## config.mk

```make
export PLATFORM = sky130hd
export DESIGN_NAME = trace_rec_fmt
export DESIGN_NICKNAME = d
export VERILOG_FILES = /design/src/rtl/trf_pkg.sv /design/src/rtl/trf_stamp.sv /design/src/rtl/trf_build.sv /design/src/rtl/trf_drain.sv /design/src/rtl/trace_rec_fmt.sv
export SDC_FILE = /design/constraint.sdc
export NUM_CORES = 1
export LEC_CHECK = 0
export ABC_AREA = 1
export BUFFER_PORTS_ARGS = -buffer_cell sky130_fd_sc_hd__buf_2
export CAP_MARGIN = 20
export CORE_MARGIN = 2
export CORE_UTILIZATION = 25
export CTS_BUF_LIST = sky130_fd_sc_hd__clkbuf_2
export CTS_CLUSTER_SIZE = 40
export DETAILED_ROUTE_END_ITERATION = 8
export PLACE_DENSITY_LB_ADDON = 0.2
export SKIP_CTS_REPAIR_TIMING = 1
export SLEW_MARGIN = 0
export SYNTH_ARGS = -nofsm -noshare
export SYNTH_HDL_FRONTEND = slang
export SYNTH_SLANG_ARGS = --single-unit
```

## constraint.sdc

```tcl
create_clock -name clk -period 1.5 [get_ports clk]
set_input_delay 0.15 -clock clk [delete_from_list [all_inputs] [get_ports clk]]
set_output_delay 0.15 -clock clk [all_outputs]
set_load 0.03 [all_outputs]
```

## src/rtl/trf_pkg.sv

```systemverilog
package trf_pkg;
   localparam int WORD_W        = 32;
   localparam int FULL_WORDS    = 8;
   localparam int COMPACT_WORDS = 4;
   localparam int IDX_W         = $clog2(FULL_WORDS);
   localparam int STAMP_LSBS    = 11;

   typedef logic [WORD_W-1:0] word_t;
   typedef word_t [FULL_WORDS-1:0] rec_t;
   typedef logic [IDX_W-1:0] idx_t;

   localparam word_t FULL_SIG   = '1;
   localparam idx_t  FULL_LAST  = idx_t'(FULL_WORDS - 1);
   localparam idx_t  SHORT_LAST = idx_t'(COMPACT_WORDS - 1);
endpackage

```

## src/rtl/trf_stamp.sv

```systemverilog
module trf_stamp #(
   parameter int TS_W = 32
) (
   input  logic            clk,
   input  logic            rst_n,
   output logic [TS_W-1:0] now
);
   always_ff @(posedge clk or negedge rst_n) begin
      if (!rst_n) now <= '0;
      else        now <= now + 1'b1;
   end

   p_stamp_step_r6: assert property (@(posedge clk) disable iff (!rst_n)
      1'b1 |=> now == $past(now) + 1'b1);
endmodule

```

## src/rtl/trf_build.sv

```systemverilog
module trf_build
   import trf_pkg::*;
#(
   parameter int TS_W = 32
) (
   input  word_t           h0,
   input  word_t           h1,
   input  word_t           h2,
   input  word_t           h3,
   input  word_t           pfx,
   input  logic            pfx_en,
   input  logic            full,
   input  logic [TS_W-1:0] stamp,
   output rec_t            rec,
   output idx_t            last_idx
);
   word_t stamp_w;

   generate
      if (TS_W >= WORD_W) begin : g_trunc
         assign stamp_w = stamp[WORD_W-1:0];
      end else begin : g_ext
         assign stamp_w = {{(WORD_W-TS_W){1'b0}}, stamp};
      end
   endgenerate

   always_comb begin
      rec = '0;
      if (full) begin
         rec[0]   = FULL_SIG;
         rec[1]   = pfx_en ? pfx : '0;
         rec[2]   = h0;
         rec[3]   = h1;
         rec[4]   = h2;
         rec[5]   = h3;
         rec[6]   = '0;
         rec[7]   = stamp_w;
         last_idx = FULL_LAST;
      end else begin
         rec[0]   = {h0[30:29], h0[28:24], h0[23], h0[19], h0[16], h0[13],
                     h0[9:0], stamp_w[STAMP_LSBS-1:0]};
         rec[1]   = h1;
         rec[2]   = h2;
         rec[3]   = h3;
         last_idx = SHORT_LAST;
      end
   end
endmodule

```

## src/rtl/trf_drain.sv

```systemverilog
module trf_drain
   import trf_pkg::*;
(
   input  logic  clk,
   input  logic  rst_n,
   input  logic  load,
   input  rec_t  rec_in,
   input  idx_t  last_in,
   output logic  busy,
   output logic  valid,
   input  logic  ready,
   output word_t word,
   output logic  last
);
   rec_t store;
   idx_t idx;
   idx_t last_idx;

   always_ff @(posedge clk or negedge rst_n) begin
      if (!rst_n) begin
         store    <= '0;
         idx      <= '0;
         last_idx <= '0;
         busy     <= 1'b0;
      end else if (load) begin
         store    <= rec_in;
         idx      <= '0;
         last_idx <= last_in;
         busy     <= 1'b1;
      end else if (busy && ready) begin
         if (idx == last_idx) busy <= 1'b0;
         else                 idx  <= idx + 1'b1;
      end
   end

   assign valid = busy;
   assign word  = store[idx];
   assign last  = busy && (idx == last_idx);

   p_hold_r7: assert property (@(posedge clk) disable iff (!rst_n)
      valid && !ready |=> valid && $stable(word) && $stable(last));
   p_sig_first_r2: assert property (@(posedge clk) disable iff (!rst_n)
      valid && idx == '0 && last_idx == FULL_LAST |-> word == FULL_SIG);
   p_last_valid_r9: assert property (@(posedge clk) disable iff (!rst_n)
      last |-> valid);
endmodule

```

## src/rtl/trace_rec_fmt.sv

```systemverilog
module trace_rec_fmt
   import trf_pkg::*;
#(
   parameter int TS_W = 32
) (
   input  logic        clk,
   input  logic        rst_n,
   input  logic        hdr_valid,
   output logic        hdr_ready,
   input  logic [31:0] hdr_dw0,
   input  logic [31:0] hdr_dw1,
   input  logic [31:0] hdr_dw2,
   input  logic [31:0] hdr_dw3,
   input  logic        pfx_present,
   input  logic [31:0] pfx_dw,
   input  logic        fmt_full,
   output logic        rec_valid,
   input  logic        rec_ready,
   output logic [31:0] rec_word,
   output logic        rec_last
);
   generate
      if (TS_W < STAMP_LSBS) begin : g_bad_ts
         $error("TS_W must cover the compact time field");
      end
   endgenerate

   logic [TS_W-1:0] ts_now;
   rec_t            rec_nxt;
   idx_t            last_nxt;
   logic            busy;
   logic            load;

   assign hdr_ready = !busy;
   assign load      = hdr_valid && hdr_ready;

   trf_stamp #(.TS_W(TS_W)) u_stamp (
      .clk(clk), .rst_n(rst_n), .now(ts_now));

   trf_build #(.TS_W(TS_W)) u_build (
      .h0(hdr_dw0), .h1(hdr_dw1), .h2(hdr_dw2), .h3(hdr_dw3),
      .pfx(pfx_dw), .pfx_en(pfx_present), .full(fmt_full),
      .stamp(ts_now), .rec(rec_nxt), .last_idx(last_nxt));

   trf_drain u_drain (
      .clk(clk), .rst_n(rst_n), .load(load), .rec_in(rec_nxt),
      .last_in(last_nxt), .busy(busy), .valid(rec_valid),
      .ready(rec_ready), .word(rec_word), .last(rec_last));

   p_gap_r8: assert property (@(posedge clk) disable iff (!rst_n)
      rec_valid && rec_ready && rec_last |=> !rec_valid && hdr_ready);
   p_closed_r8: assert property (@(posedge clk) disable iff (!rst_n)
      rec_valid && !(rec_ready && rec_last) |=> !hdr_ready);
   p_accept_r8: assert property (@(posedge clk) disable iff (!rst_n)
      hdr_valid && hdr_ready |=> rec_valid && !hdr_ready);
endmodule

```

==> reports/qor.txt <==
Via count = 14,100
Die W = 237 um
Iter 0 DRT Violations = 947
M1 WL = 24,200 um
Clk sinks = 262
First-pass GRT wire length = 75,300 um
Initial Utilization = 0.253
ANT nets after route = 0
Placed insts = 2,623
Maxcap violations = 0
Max Fclk = 0.390 GHz
Core area = 0.0537 mm^2
CTS tree = built
Placer Congestion = 0.843
Synth warnings = 0
Slew Limit Headroom = 0.638
Routed wl met3 = 2260 um
Vias in the first global route = 13,000
Clk root buf = clkbuf_2
Post-DP Area = 0.0156 mm^2
Required @ worst endpoint = 1.35 ns
Fin nets = 2,462
R2R depth = 8
Synth area leader = dfrtp_1
Tot Pwr = 0.0320 W
Top cell type's share of synthesized area = 0.483
Critical R2R Capture = u_drain.idx[2]
DR WL/cell = 17.3 um
Status = finished, violations left
Post-layout util = 0.361
WL final = 52,700 um
Initial antenna violation count = 1
Final Hold Fails = 0
Critical Path Start Type = flop
Post-route insts no fill = 3,035
Worst Hold Path EP = u_drain.store[75]
Post-Route Setup TNS = -33.82 ns
Crit share post-route = 1.71
Crit path kind = reg2out
HP Class = in2reg
I/O Pins = 201
R2R Path Start = u_drain.idx[0]
Cell count after synthesis = 1,785
Pleak = 9.44 nW
Total GRT Usage = 0.171
Seq cells post-synth = 262
WL met2 = 25,100 um
Worst Skew = 0.101 ns
Setup violations, final = 38
H-tree Lvls = 3
Largest net degree at the start of global routing = 125
Vias per cell = 4.64
Seq/Total Area, Yosys = 0.483
RSZ-0062 raised after global routing = true
Cell area after layout = 0.0194 mm^2
Sequential cell area = 0.00657 mm^2
Fin. max-slew vios = 0
Die H = 237 um
CTS Buffer Depth = 3
Buffers on Ports = 200
First-pass DRT Iterations = 7
Worst skew pair latency = 0.98 ns
DRC viols = 0
Hold Startpoint = hdr_dw0[11]
Failing checks = negative setup slack
Crit. End Element = output port
Total die area = 0.0562 mm^2
CP max FO = 18
Total grt overflow = 0
Inserted Clock Buffers = 77
Final worst path period need = 2.57 ns
Post-Syn Nets = 1,953
Slew @ Worst Pin = 0.543 ns
Flop-to-flop setup slack = -0.01 ns
Synth area leaders = dfrtp_1, nand2_1, o21ai_0
Worst setup margin = -1.07 ns
Area grow syn2layout = 43.0%
Ratio of cells with drive above 1 in the final layout = 0.187
Max VDD drop = 0.832 mV
Clock-pin slew on the worst setup and hold paths = 0.10 ns
Area of the multi-input gates = 0.00565 mm^2
Core Rows = 85
DP HPWL = 32,600 um
Synth cell types = 28
Worst Hold Depth = 4
WP data arrival = 2.42 ns
Syn_area_per_cell = 7.60 um^2
Power Density = 1650 mW/mm^2
Cell Area, Synth = 0.0136 mm^2
Top layer used by detailed routing = met4
Fillers = 5,605
## worst max-delay path, stage by stage, from the launching register on
cell and delay [ns]:
dfrtp_4 0.56, inv_8 0.14, buf_12 0.17, buf_4 0.14, nor2_1 0.03, o22ai_1 0.12, nand2_1 0.06, nand2_1 0.09
clkbuf_4 0.19
## logic make-up after synthesis
group | synth area share
xor gates and xnor gates | 0.0115
DFF | 0.483
adders and majority gates | 0.00184
AOI/OAI and AO/OA | 0.201
and+or+nand+nor | 0.199
buffers and inverters | 0.104
## cell usage after synthesis
master	n
buf_2	55
ha_1	2
nand3b_1	1
nand2_2	3
o211ai_1	32
buf_4	17
xor2_2	1
xnor2_1	1
nor2_8	1
xor2_1	15
o22ai_1	55
o21ai_1	61
nand3_1	62
dfrtp_1	262
inv_1	196
nor2_2	3
a21oi_1	128
buf_6	9
clkbuf_1	33
nor2_4	6
o21ai_0	238
nand4_1	1
nand2_4	4
inv_4	1
buf_1	7
inv_2	3
nor2_1	100
nand2_1	488
## worst max path at each step
stage / from / to / cells past startpoint / slack [ns]
6_report: u_drain.idx[0] / rec_word[1] / 8 / -1.07
5_1_grt: u_drain.idx[0] / rec_word[1] / 8 / -1.25
4_1_cts: u_drain.idx[0] / rec_word[1] / 8 / -1.26
3_5_place_dp: u_drain.idx[0] / rec_word[1] / 8 / -0.18
3_3_place_gp: u_drain.idx[0] / rec_word[1] / 8 / -0.20
2_1_floorplan: u_drain.idx[0] / rec_word[16] / 8 / 0.04
## layout make-up
class | count | share of cell area
Inverter | 200 | 0.0399
Clock buffer | 106 | 0.0273
Antenna cell | 1 | 0.000129
Multi-Input combinational cell | 1202 | 0.291
Tap cell | 696 | 0.0449
Sequential cell | 262 | 0.338
Timing Repair Buffer | 551 | 0.252
Clock inverter | 17 | 0.00664
## placed cells by master (no fill, tap or decap), types with 2 or more instances in the layout
master	synthesis	final
nand2_1	488	483
dlygate4sd3_1	0	263
dfrtp_1	262	257
o21ai_0	238	237
inv_1	196	196
buf_2	55	176
a21oi_1	128	127
clkbuf_2	0	106
nor2_1	100	96
nand3_1	62	62
o21ai_1	61	62
o22ai_1	55	55
buf_4	17	50
o211ai_1	32	32
buf_12	0	25
clkbuf_4	0	17
xor2_1	15	14
clkinv_1	0	12
nand2_2	3	8
buf_6	9	8
nor2_2	3	7
clkbuf_16	0	7
nor2_4	6	6
dfrtp_2	0	4
nand2_4	4	3
buf_8	0	3
xor2_2	1	2
clkinvlp_4	0	2
bufinv_16	0	2
buf_16	0	2
## routing by layer
metal | global-route usage | vias to the layer above
li1 | - | 6838
met1 | 0.235 | 6782
met2 | 0.276 | 382
met3 | 0.0294 | 86
met4 | 0.0508 | 0
met5 | 0 | -
## power by group
| part | internal, W | switching [W] | leakage, nW |
|---|---|---|---|
| logic | 0.00576 | 0.00979 | 5.65 |
| registers | 0.00977 | 0.00122 | 3.29 |
| clock network | 0.00222 | 0.00324 | 0.492 |
## registers in the layout (all words and copies together), names as in the netlist
signal / cells
u_drain.busy: 1
u_drain.idx: 3
u_drain.store: 224
u_drain.last_idx: 2
u_stamp.now: 32
## through the flow
step	setup WS [ns]	hold slack [ns]
after floorplan	0.0389	-0.146
after global placement	-0.200	0.00555
after detailed placement	-0.177	0.00719
after CTS	-1.26	-1.12
after global routing	-1.25	-0.0126
final	-1.07	0.00386
(Power assumes the default switching activity.)
